[config.mk]
export PLATFORM = sky130hd
export DESIGN_NAME = pm_wake_ctrl
export DESIGN_NICKNAME = d
export VERILOG_FILES = /design/src/rtl/pm_wake_pkg.sv /design/src/rtl/pm_engine_gate.sv /design/src/rtl/pm_wake_status.sv /design/src/rtl/pm_cap_word.sv /design/src/rtl/pm_wake_ctrl.sv
export SDC_FILE = /design/constraint.sdc
export NUM_CORES = 1
export LEC_CHECK = 0
export ABC_AREA = 1
export BUFFER_PORTS_ARGS = -buffer_cell sky130_fd_sc_hd__buf_2
export CAP_MARGIN = 20
export CORE_AREA = 2 2 39 41
export DETAILED_ROUTE_END_ITERATION = 12
export DIE_AREA = 0 0 41 43
export PLACE_DENSITY = 0.67
export SYNTH_ARGS = -nofsm -noshare
export SYNTH_HDL_FRONTEND = slang
export SYNTH_SLANG_ARGS = --single-unit
[constraint.sdc]
create_clock -name clk -period 0.8 [get_ports clk]
set_input_delay 0.08 -clock clk [delete_from_list [all_inputs] [get_ports clk]]
set_output_delay 0.08 -clock clk [all_outputs]
set_load 0.02 [all_outputs]
[src/rtl/pm_wake_pkg.sv]
package pm_wake_pkg;
  localparam int PS_W = 2;
  typedef enum logic [PS_W-1:0] {
    PS_D0 = 2'b00,
    PS_D1 = 2'b01,
    PS_D2 = 2'b10,
    PS_D3 = 2'b11
  } pstate_e;
  localparam int CAP_W = 16;
  localparam int CAP_D3C_BIT = 15;
  localparam int CAP_AUX_LO = 6;
  localparam int CAP_AUX_HI = 8;
endpackage

[src/rtl/pm_engine_gate.sv]
module pm_engine_gate
  import pm_wake_pkg::*;
#(
  parameter int N_EN = 4
) (
  input  logic            clk,
  input  logic            rst_n,
  input  logic [PS_W-1:0] pwr_state,
  input  logic            isolate_n,
  output logic [N_EN-1:0] en,
  output logic            tx_restart
);
  logic pd_now;
  logic pd_q, pd_d;
  logic en_q, en_d;
  logic rs_q, rs_d;

  assign pd_now = (pstate_e'(pwr_state) != PS_D0);

  always_comb begin
    pd_d = pd_now;
    en_d = !pd_now && isolate_n;
    rs_d = pd_q && !pd_now && isolate_n;
  end

  always_ff @(posedge clk or negedge rst_n) begin
    if (!rst_n) begin
      pd_q <= 1'b0;
      en_q <= 1'b0;
      rs_q <= 1'b0;
    end else begin
      pd_q <= pd_d;
      en_q <= en_d;
      rs_q <= rs_d;
    end
  end

  for (genvar i = 0; i < N_EN; i++) begin : g_en
    assign en[i] = en_q;
  end
  assign tx_restart = rs_q;

  AST_PD_GATES_OFF: assert property (@(posedge clk) disable iff (!rst_n)
    (pd_now || !isolate_n) |=> (en == '0));
  AST_RESTART_ONE: assert property (@(posedge clk) disable iff (!rst_n)
    tx_restart |=> !tx_restart);
  AST_RESTART_WITH_EN: assert property (@(posedge clk) disable iff (!rst_n)
    tx_restart |-> en[0]);
endmodule

[src/rtl/pm_wake_status.sv]
module pm_wake_status
  import pm_wake_pkg::*;
#(
  parameter int N_WAKE = 3
) (
  input  logic              clk,
  input  logic              rst_n,
  input  logic [PS_W-1:0]   pwr_state,
  input  logic              pme_en,
  input  logic              sts_clr,
  input  logic [N_WAKE-1:0] wake,
  input  logic              isolate_n,
  output logic              sts,
  output logic              pme_n
);
  logic pd_now;
  logic hit;
  logic sts_q, sts_d;

  assign pd_now = (pstate_e'(pwr_state) != PS_D0);
  assign hit = (|wake) && pd_now && pme_en && isolate_n;

  always_comb begin
    sts_d = sts_q;
    if (sts_clr) sts_d = 1'b0;
    if (hit)     sts_d = 1'b1;
  end

  always_ff @(posedge clk or negedge rst_n) begin
    if (!rst_n) sts_q <= 1'b0;
    else        sts_q <= sts_d;
  end

  assign sts   = sts_q;
  assign pme_n = !(sts_q && pd_now && isolate_n);

  AST_STS_STICKY: assert property (@(posedge clk) disable iff (!rst_n)
    (sts_q && !sts_clr) |=> sts_q);
  AST_NO_SET_WHEN_DISABLED: assert property (@(posedge clk) disable iff (!rst_n)
    (!sts_q && !pme_en) |=> !sts_q);
  AST_NO_PME_IN_D0: assert property (@(posedge clk) disable iff (!rst_n)
    (!pd_now) |-> pme_n);
  AST_NO_PME_ISOLATED: assert property (@(posedge clk) disable iff (!rst_n)
    (!isolate_n) |-> pme_n);
endmodule

[src/rtl/pm_cap_word.sv]
module pm_cap_word
  import pm_wake_pkg::*;
#(
  parameter logic [CAP_W-1:0] CAP_BASE = 16'hC1C2
) (
  input  logic             clk,
  input  logic             rst_n,
  input  logic             cfg_bit,
  input  logic             aux_present,
  output logic [CAP_W-1:0] cap_rd
);
  localparam logic [CAP_W-1:0] AUX_MASK =
    (CAP_W'(1) << CAP_D3C_BIT) |
    (((CAP_W'(1) << (CAP_AUX_HI - CAP_AUX_LO + 1)) - CAP_W'(1)) << CAP_AUX_LO);

  logic cfg_q, cfg_d;
  logic ld_q, ld_d;
  logic keep;

  always_comb begin
    cfg_d = cfg_q;
    ld_d  = 1'b1;
    if (!ld_q) cfg_d = cfg_bit;
  end

  always_ff @(posedge clk or negedge rst_n) begin
    if (!rst_n) begin
      cfg_q <= 1'b0;
      ld_q  <= 1'b0;
    end else begin
      cfg_q <= cfg_d;
      ld_q  <= ld_d;
    end
  end

  assign keep   = cfg_q && aux_present;
  assign cap_rd = keep ? CAP_BASE : (CAP_BASE & ~AUX_MASK);

  AST_CFG_FROZEN: assert property (@(posedge clk) disable iff (!rst_n)
    ld_q |=> $stable(cfg_q));
  AST_MASKED_BITS: assert property (@(posedge clk) disable iff (!rst_n)
    !aux_present |-> ((cap_rd & AUX_MASK) == '0));
endmodule

[src/rtl/pm_wake_ctrl.sv]
module pm_wake_ctrl
  import pm_wake_pkg::*;
#(
  parameter logic [15:0] CAP_BASE = 16'hC1C2
) (
  input  logic        clk,
  input  logic        rst_n,
  input  logic [1:0]  pwr_state,
  input  logic        pme_en,
  input  logic        pme_sts_clr,
  input  logic        wake_magic,
  input  logic        wake_frame,
  input  logic        wake_link,
  input  logic        aux_present,
  input  logic        cfg_d3c_pme,
  input  logic        isolate_n,
  output logic        rx_en,
  output logic        tx_en,
  output logic        dma_en,
  output logic        isr_upd_en,
  output logic        tx_restart,
  output logic        pme_sts,
  output logic        pme_n,
  output logic [15:0] pmc_rd
);
  localparam int N_EN = 4;
  localparam int N_WAKE = 3;

  logic [N_EN-1:0] en;

  pm_engine_gate #(.N_EN(N_EN)) u_gate (
    .clk(clk), .rst_n(rst_n), .pwr_state(pwr_state), .isolate_n(isolate_n),
    .en(en), .tx_restart(tx_restart)
  );

  assign rx_en      = en[0];
  assign tx_en      = en[1];
  assign dma_en     = en[2];
  assign isr_upd_en = en[3];

  pm_wake_status #(.N_WAKE(N_WAKE)) u_wake (
    .clk(clk), .rst_n(rst_n), .pwr_state(pwr_state), .pme_en(pme_en),
    .sts_clr(pme_sts_clr), .wake({wake_link, wake_frame, wake_magic}),
    .isolate_n(isolate_n), .sts(pme_sts), .pme_n(pme_n)
  );

  pm_cap_word #(.CAP_BASE(CAP_BASE)) u_cap (
    .clk(clk), .rst_n(rst_n), .cfg_bit(cfg_d3c_pme), .aux_present(aux_present),
    .cap_rd(pmc_rd)
  );
endmodule

Word level (Yosys, flattened, before mapping)
Index checks and enable logic that the tools add are counted.

word-level totals
  flip-flop bits (word level) = 6
  logic and storage cells = 23

operators by class
  muxes and demuxes = 3
  reductions and logical operators = 14

operators with widths
  cell                number
  2-to-1 mux 16 bit   1
  logical AND 1 bit   9
  nonzero test 2 bit  2
  OR reduction 3 bit  1
  zero test 1 bit     2
  2-to-1 mux 1 bit    2

Logic depth before layout (Yosys ltp)
Gate-level depths: netlist (run 1).

  depth after elaboration = 5
  depth in mapped cells = 4
  mapped depth without buffers = 4

By module
From an unflattened synthesis (run 1), not the netlist that was laid out.

second synthesis, totals
  cell total of the unflattened synthesis = 51
  area total of the unflattened synthesis = 400.4 um2

modules (own cells, without submodules)
  module          instances  cells an instance  area each (um2)  sequential area each (um2)
  pm_cap_word     1          26                 200.2            50.0
  pm_engine_gate  1          13                 130.1            75.1
  pm_wake_status  1          12                 70.1             25.0

Worst setup path after synthesis (run 1)
Ideal clock, no wire load.

  kind = register to output
  start point = register u_wake.sts_q, in the netlist u_wake.sts
  end point = output pme_n
  arrival time = 0.673 ns
  slack = 0.047 ns
  cell stages (with the launch flop) = 2
  cells stage by stage = dfrtp_1 > nand3_1

on the way
  cells in the longest elaborated chain, start to end = 3

RTL lines
  what                             line                  RTL
  from (decl)                      pm_wake_status.sv:18  logic sts_q, sts_d;
  from (signal assigned)           pm_wake_status.sv:31  else sts_q <= sts_d;
  logical AND 1 bit (2 in series)  pm_wake_status.sv:35  assign pme_n = !(sts_q && pd_now && isolate_n);
  zero test 1 bit                  pm_wake_status.sv:35
  to (decl)                        pm_wake_ctrl.sv:23    output logic pme_n,

No other way between the ends.

Worst setup path after layout (run 1)
  start point = register u_cap.cfg_q
  end point = output pmc_rd[15]

on the way
  cells in the longest elaborated chain, start to end = 2

RTL lines
  what                    line                RTL
  from (decl)             pm_cap_word.sv:16   logic cfg_q, cfg_d;
  from (signal assigned)  pm_cap_word.sv:31   cfg_q <= cfg_d;
  logical AND 1 bit       pm_cap_word.sv:36   assign keep = cfg_q && aux_present;
  2-to-1 mux 16 bit       pm_cap_word.sv:37   assign cap_rd = keep ? CAP_BASE : (CAP_BASE & ~AUX_MASK);
  to (decl)               pm_wake_ctrl.sv:24  output logic [15:0] pmc_rd

No other way between the ends.

==> results of run 1 <==
## registers in the layout, summed over array words and instances, names as in the netlist
name               cells
u_wake.sts             1
u_cap.cfg_q            1
u_cap.ld_q             1
u_gate.en_q            1
u_gate.tx_restart      1
u_gate.pd_q            1
## power by group
part	switching [mW]	internal (mW)
combinational	0.140	0.0957
clock	0.0967	0.169
sequential	0.0135	0.323
total	0.250	0.588
## layout make-up
type / instances / area [um2]
clock buffers: 3 / 22.5
fillers: 152 / 856
inverters: 6 / 22.5
multi-input cells: 28 / 115
flip-flops and latches: 6 / 151
well taps: 16 / 20.0
repair buffers: 24 / 196
## metrics by stage
stage	power [mW]	setup TNS, ns	instances	util	cell area [um2]
5_1_grt	0.892	-1.64	83	0.382	528
3_5_place_dp	0.520	0	78	0.298	413
3_3_place_gp	0.518	0	78	0.298	413
4_1_cts	0.860	-1.30	83	0.382	528
6_report	0.838	-1.13	83	0.382	528
2_1_floorplan	0.526	0	59	-	425
## worst reg2reg max path, stage by stage (launching register included)
cell and delay [ns]:
dfrtp_1 0.37, buf_4 0.13, nand2_1 0.04, o21ai_0 0.07
## cells in the final DEF (no fill, tap or decap)
master,instances
clkbuf_4,3
inv_1,4
nand2_1,8
dfrtp_1,5
buf_6,11
dfrtp_2,1
buf_4,1
nor2_1,4
inv_2,2
dlygate4sd3_1,1
conb_1,13
o21ai_0,1
nor2_2,1
nand3_2,1
buf_2,11
## path summary, 6_finish.rpt
| check | startpoint | to | slack (ns) | depth (start not counted) |
|---|---|---|---|---|
| setup / recovery | u_cap.cfg_q | pmc_rd[15] | -0.14 | 3 |
| hold / removal | pwr_state[0] | u_gate.pd_q | 0.07 | 3 |
| setup reg to reg | u_cap.cfg_q | u_cap.cfg_q | 0.08 | 3 |
| hold reg to reg | u_cap.ld_q | u_cap.cfg_q | 0.46 | 1 |
| max in group asynchronous | rst_n | u_gate.en_q | 0.45 | 2 |
| min in group asynchronous | rst_n | u_wake.sts | 0.20 | 2 |
## metal layers
metal / vias to the layer above / wire length [um] / GRT usage
li1: 145 / - / -
met1: 119 / 187 / 0.0633
met2: 21 / 309 / 0.122
met3: 0 / 71 / 0.0314
met4: 0 / 0 / 0.0600
met5: - / 0 / 0
## repair_timing
item / 4_1_cts / 5_1_grt
pin swaps: 1 / 0
endpoints found under the hold margin: 6 / 0
hold buffers: 1 / 0
cloned: 0 / 0
gates resized for setup: 25 / 0
buffers inserted: 1 / 0
setup endpoints to repair: 11 / 11
## cell families after synthesis
kind of cell / share of synthesized area
buffers and inverters: 0.430
AND/OR/NAND/NOR: 0.147
flip-flops: 0.391
other: 0.0196
AO/OA/AOI/OAI: 0.0130
## cells in the mapped netlist
library cell	count	area [um2]
buf_4	19	143
conb_1	2	7.51
dfrtp_1	6	150
inv_1	5	18.8
inv_2	1	3.75
nand2_1	8	30.0
nand3_1	1	5.00
nor2_1	4	15.0
nor2_2	1	6.26
o21ai_0	1	5.00
==> impl_metrics.tcl, run 1 <==
set metrics [dict create \
    clockBufferDepth 2 \
    diodes 0 \
    peakVddDrop_mv 0.671 \
    dp_hpwl_um 446 \
    period_needed_ns 0.939 \
    cp.buffers_inverters 2 \
    crit_required_ns 0.72 \
    synth.distinct_cells 10 \
    fmax_mhz 1060 \
    viasPerCell 3.43 \
    drtIter0Drc 2 \
    fin_crit_sh 1.17 \
    path_clk_slew_ns 0.04 \
    die_h_um 43 \
    die_w_um 41 \
    ant_nets 0 \
    slowest_stage "dfrtp_1" \
    holdWs_ns 0.0746 \
    drive_gt1_frac 0.463 \
    rsz0062_at_grt "yes" \
    synth-seq-cells 6 \
    gp_congestion 0.617 \
    tritoncts "done" \
    syn-cell-area_um2 384 \
    grt_pass1_wl_um 841 \
    critPathArrivalTime_ns 0.86 \
    cts_inserted_buffers 3 \
    io_buffers 22 \
    ys_warn_count 0 \
    cp-start-kind "register" \
    start_util 0.278 \
    pwr_density_cell_nw_per_um2 1590 \
    pre_cts_ws_ns 0.0975 \
    cp_max_fo 4 \
    first_pass_iters 2 \
    status "finished with violations" \
    p_leak_nw 0.308 \
    critPathTopFamily "flip-flops" \
    fin_ws_ns -0.139 \
    drv_slew 0 \
    ys_seq_area_frac 0.391 \
    antenna_found_initial 0 \
    final_nets 81 \
    area_growth_pct 37.5 \
    overflow 0 \
    io_pins 35 \
    crit_type "reg -> out" \
    cts_max_level 1 \
    die-area_um2 1760 \
    drc_errors 0 \
    clkLatencyLatePin_ns 0.24 \
    fin_skew_ns 0.0000779 \
    cap_violations 0 \
    worstSetupEndpointType "output pin" \
    grt_max_degree 7 \
    finalSetupViolations 11 \
    violations "negative setup slack" \
    cts-root-buf "clkbuf_4" \
    core_area_um2 1380 \
    postSynthAreaPerCell_um2 8.00 \
    rows 14 \
    cts_sinks 6 \
    track_usage 0.0741 \
    syn-instance-count 48 \
    vias 285 \
    avgRoutedWirePerCell_um 6.84 \
    routed_wl_um 568 \
    hold_violations 0 \
    cp_cell_sequence "nand2_1 -> inv_2 -> buf_6" \
    grt_pass1_vias 237 \
    critPathMaxStageDelay_ns 0.37 \
    min_path_type "in -> reg" \
]
No activity file was read; power rests on OpenSTA's default activity.
==> run 2: changes to the inputs <==
CELL_PAD_IN_SITES_DETAIL_PLACEMENT = 0   (was default)
CELL_PAD_IN_SITES_GLOBAL_PLACEMENT = 1   (was default)
CORE_AREA = default   (was 2 2 39 41)
CORE_MARGIN = 2   (was default)
CORE_UTILIZATION = 20   (was default)
DIE_AREA = default   (was 0 0 41 43)
PLACE_DENSITY = default   (was 0.67)
PLACE_DENSITY_LB_ADDON = 0.1   (was default)
SKIP_LAST_GASP = 1   (was default)
==> run 2 against run 1 <==
Sequential share of layout area down 0.60 points. The run still ends with negative setup slack left. Critical path type unchanged. Clock skew up 0.0023 ns. Critical endpoint is now pmc_rd[6]. Clock power up 3%. Highest routed layer unchanged.
==> impl_metrics.tcl, run 2 (synthesized netlist as in run 1, its figures left out) <==
set metrics [dict create \
    status "finished with violations" \
    violations "negative setup slack" \
    fin_setup_tns_ns -1.21 \
    peakVddDrop_mv 0.637 \
    diodes 0 \
    total_power_mw 0.846 \
    placed_cells_incl_taps 87 \
    cts_sinks 6 \
    cp.buffers_inverters 2 \
    fin_ws_ns -0.150 \
    fin_cells 92 \
    gp_congestion 0.674 \
    crit_start "u_cap.cfg_q" \
    cts-root-buf "clkbuf_4" \
    placed_area_um2 424 \
    min_path_type "in -> reg" \
    pre_cts_ws_ns 0.0943 \
    io_buffers 22 \
    clkLatencyLatePin_ns 0.24 \
    dp_hpwl_um 503 \
    hold_violations 0 \
    critPathArrivalTime_ns 0.87 \
    drive_gt1_frac 0.463 \
    cp_max_fo 4 \
    stdcell_area_um2 539 \
    critPathMaxStageDelay_ns 0.37 \
    fin_skew_ns 0.00241 \
    cp-start-kind "register" \
    antenna_found_initial 0 \
    p_leak_nw 0.308 \
    die_w_um 47.8 \
    area_growth_pct 40.4 \
    viasPerCell 3.11 \
    vias 286 \
    final_nets 81 \
    drv_slew 0 \
    ant_nets 0 \
    worstSetupEndpointType "output pin" \
    rsz0062_at_grt "yes" \
    r2r_start "u_cap.cfg_q" \
    path_clk_slew_ns 0.04 \
    final_cell_mix "conb_1, buf_2, buf_6" \
    post-route-util 0.306 \
    holdWs_ns 0.0651 \
    io_pins 35 \
    die-area_um2 2290 \
    fin_crit_sh 1.19 \
    avgRoutedWirePerCell_um 6.73 \
    die_h_um 47.8 \
    grt_max_degree 7 \
    final_common_cell "conb_1" \
    cap_violations 0 \
    cts_max_level 1 \
    critPathTopFamily "flip-flops" \
    slowest_stage "dfrtp_1" \
    finalSetupViolations 11 \
    grt_pass1_vias 254 \
    cts_inserted_buffers 3 \
    first_pass_iters 2 \
    drtIter0Drc 1 \
    routed_wl_um 619 \
    cp_cell_sequence "nand2_1 -> inv_2 -> buf_6" \
    drc_errors 0 \
    period_needed_ns 0.950 \
    core_area_um2 1760 \
    pwr_density_cell_nw_per_um2 1570 \
    min_from "pme_sts_clr" \
    fmax_mhz 1050 \
    clockBufferDepth 2 \
    start_util 0.218 \
    crit_type "reg -> out" \
    tritoncts "done" \
    grt_pass1_wl_um 952 \
    track_usage 0.0669 \
    overflow 0 \
    rows 15 \
    crit_required_ns 0.72 \
]
## run 2: cell type report
cell class,instances,area (um2)
Tap cell,25,31.3
Timing Repair Buffer,24,196
Multi-Input combinational cell,28,115
Inverter,6,22.5
Sequential cell,6,151
Clock buffer,3,22.5
Fill cell,210,1220
## run 2: final timing paths
check / end / slack, ns / depth (start not counted)
worst min-delay path: u_wake.sts / 0.07 / 4
worst max-delay path: pmc_rd[6] / -0.15 / 3
worst min register to register: u_cap.cfg_q / 0.44 / 1
max in group asynchronous: u_gate.en_q / 0.45 / 2
min in group asynchronous: u_gate.tx_restart / 0.19 / 2
worst max register to register: u_cap.cfg_q / 0.09 / 3
## run 2: tightest hold or removal path, cell delays in order
cell,delay (ns)
buf_2,0.07
inv_1,0.03
nand2_1,0.04
nand2_1,0.04
## run 2: power by group
part	switching (mW)	internal [mW]	leakage, nW
clock network	0.105	0.169	0.0138
registers	0.0136	0.323	0.0723
logic	0.139	0.0957	0.222
total	0.258	0.588	0.308
## run 2: what timing repair did
| item | 4_1_cts | 5_1_grt |
|---|---|---|
| gates cloned | 0 | 0 |
| endpoints found under the setup margin | 11 | 11 |
| buffers inserted | 1 | 0 |
| resized for setup | 24 | 1 |
| hold buffers | 1 | 0 |
| pin swaps | 1 | 0 |
| hold endpoints to repair | 6 | 0 |
## run 2: layer usage
metal	track usage	vias to the layer above	part of all wire	routed length, um
li1	-	144	-	-
met1	0.0596	120	0.36	220
met3	0.0642	0	0.15	93
met2	0.101	22	0.49	306
met5	0	-	0	0
met4	0.0324	0	0	0
==> run 3: changes to the inputs <==
SYNTH_HIERARCHICAL = 1   (was default)
==> run 3 against run 2 <==
The run still ends with negative setup slack left. Via count is 5.6% higher. Worst setup slack better by 0.0038 ns. Sequential cell count stayed put. Hold slack worse by 0.021 ns. Cell count is 6.5% higher. Synthesized cell count is 6.3% higher. Largest power group unchanged. Highest routed layer unchanged.
==> impl_metrics.tcl, run 3 <==
set metrics [dict create \
    track_usage 0.0632 \
    async_flop_share 1.00 \
    cts_sinks 6 \
    synth-seq-cells 6 \
    final_common_cell "conb_1" \
    synth_largest_area_cell "buf_4" \
    diodes 0 \
    crit_required_ns 0.72 \
    seq_area_um2 151 \
    r2r_slack_ns -0.01 \
    r2r_start "u_cap/cfg_q" \
    die_w_um 48.7 \
    fill_cells 236 \
    placed_area_um2 435 \
    critPathMaxStageDelay_ns 0.40 \
    fin_setup_tns_ns -1.17 \
    synth-compound-area-share 0 \
    worstSetupEndpointType "output pin" \
    synthSimpleGateAreaFrac 0.175 \
    clkLatencyLatePin_ns 0.24 \
    synth-xor-area-share 0 \
    yosys-mux-area-fraction 0 \
    hold_violations 0 \
    peakVddDrop_mv 0.669 \
    synth_top_area_frac 0.375 \
    drtIter0Drc 3 \
    min_from "cfg_d3c_pme" \
    drv_slew 0 \
    drc_errors 0 \
    finalSetupViolations 12 \
    cp_max_fo 3 \
    pwr_density_cell_nw_per_um2 1530 \
    cts_inserted_buffers 3 \
    dp_hpwl_um 506 \
    synth.distinct_cells 9 \
    vias 302 \
    crit_type "reg -> out" \
    status "finished with violations" \
    die_h_um 48.7 \
    clkPwrFrac 0.315 \
    fin_cells 98 \
    fin_crit_sh 1.18 \
    cp-start-kind "register" \
    slowest_stage "dfrtp_1" \
    stdcell_area_um2 561 \
    p_sw_mw 0.257 \
    routed_wl_um 644 \
    ff2ff_path_depth 4 \
    critPathTopFamily "flip-flops" \
    synth_commonest_cells "buf_4, nand2_1, dfrtp_1" \
    avgRoutedWirePerCell_um 6.57 \
    holdWs_ns 0.0440 \
    min_to "u_cap/cfg_q" \
    overflow 0 \
    rr_endpoint "u_cap/cfg_q" \
    synth_most_common_cell "buf_4" \
    pwr-share-seq 0.392 \
    io_buffers 22 \
    clockBufferDepth 2 \
    tritoncts "done" \
    pre_cts_ws_ns 0.0817 \
    syn-instance-count 51 \
    fin_skew_ns 0.00217 \
    cts-root-buf "clkbuf_4" \
    p_sw_frac 0.300 \
    synth_edf_count 0 \
    syn-cell-area_um2 400 \
    io_pins 35 \
    synth_flop_cell "dfrtp_1" \
    cp_cell_sequence "nand3b_1 -> buf_6" \
    ys_warn_count 6 \
    cts_max_level 1 \
    area_growth_pct 40.0 \
    final_nets 85 \
    rsz0062_at_grt "yes" \
    intPower_mw 0.600 \
    path_clk_slew_ns 0.04 \
    cap_violations 0 \
    postSynthAreaPerCell_um2 7.85 \
    grt_pass1_vias 291 \
    rows 16 \
    grt_max_degree 7 \
    core_area_um2 1920 \
    die-area_um2 2380 \
    period_needed_ns 0.947 \
    start_util 0.208 \
    multi_input_area_um2 119 \
    min_path_type "in -> reg" \
    cp.buffers_inverters 1 \
    power_frac_comb 0.293 \
    grt_pass1_wl_mm 1.11 \
    post-route-util 0.292 \
    synth.area.top_cells "buf_4, dfrtp_1, nand2_1" \
    total_power_mw 0.857 \
    antenna_found_initial 0 \
    synthAdderAreaFrac 0 \
    viasPerCell 3.08 \
    critPathArrivalTime_ns 0.87 \
    ys_seq_area_frac 0.375 \
    first_pass_iters 2 \
    drive_gt1_frac 0.451 \
    hold_depth 3 \
    fin_ws_ns -0.147 \
    fmax_mhz 1060 \
    gp_congestion 0.618 \
    placed_cells_incl_taps 91 \
    ant_nets 0 \
    synth_top_family_by_area "buffers and inverters" \
    final_cell_mix "conb_1, buf_2, buf_6" \
    p_leak_nw 0.325 \
    violations "negative setup slack" \
]
run 3: changes by cell type after synthesis, sizes merged:
| cell | delta |
|---|---|
| o21ai | -1 |
| nand3b | +1 |
| nand3 | -1 |
| buf | +1 |
| nand2 | +2 |
| nor2 | +1 |
run 3: how the worst max path moves through the flow:
| stage | from | to | slack, ns | cells past startpoint |
|---|---|---|---|---|
| after floorplan | u_wake/sts | pme_n | 0.05 | 1 |
| after global placement | u_cap/cfg_q | pmc_rd[8] | 0.09 | 3 |
| after detailed placement | u_cap/cfg_q | pmc_rd[8] | 0.08 | 3 |
| after CTS | u_cap/cfg_q | pmc_rd[8] | -0.16 | 3 |
| after global routing | u_cap/cfg_q | pmc_rd[7] | -0.20 | 3 |
| final | u_wake/sts | pme_n | -0.15 | 2 |
run 3: worst reg2reg max path, delay by kind of cell, from the launching register on:
kind	cells	cell delay, ns
buffers and inverters	2	0.25
flip-flops	1	0.37
AND/OR/NAND/NOR	2	0.10
run 3: what timing repair did:
action | CTS | global route
cloned | 0 | 0
endpoints found under the hold margin | 6 | 0
gates resized for setup | 21 | 3
setup buffers | 1 | 2
hold buffers | 1 | 0
pin swaps | 2 | 0
endpoints found under the setup margin | 11 | 11
run 3: cell type report:
class                      instances  area share
timing repair buffer              26       0.377
sequential                         6       0.270
multi-input combinational         30       0.212
tap                               27      0.0603
clock buffer                       3      0.0402
inverter                           6      0.0402
run 3: metal layers:
layer / share of wire / track usage
met5: 0 / 0
met4: 0 / 0.0143
met1: 0.40 / 0.0577
met2: 0.51 / 0.110
met3: 0.087 / 0.0494
run 3: power groups by stage:
stage,logic [mW],clock network [mW],registers [mW]
6_report,0.251,0.270,0.336
5_1_grt,0.272,0.296,0.338
4_1_cts,0.233,0.289,0.335
3_5_place_dp,0.189,0,0.337
3_3_place_gp,0.190,0,0.337
2_1_floorplan,0.187,0,0.344
run 3: logic make-up after synthesis:
| group | Yosys count |
|---|---|
| buf+inv | 26 |
| simple gates | 17 |
| flops | 6 |
| other cells | 2 |
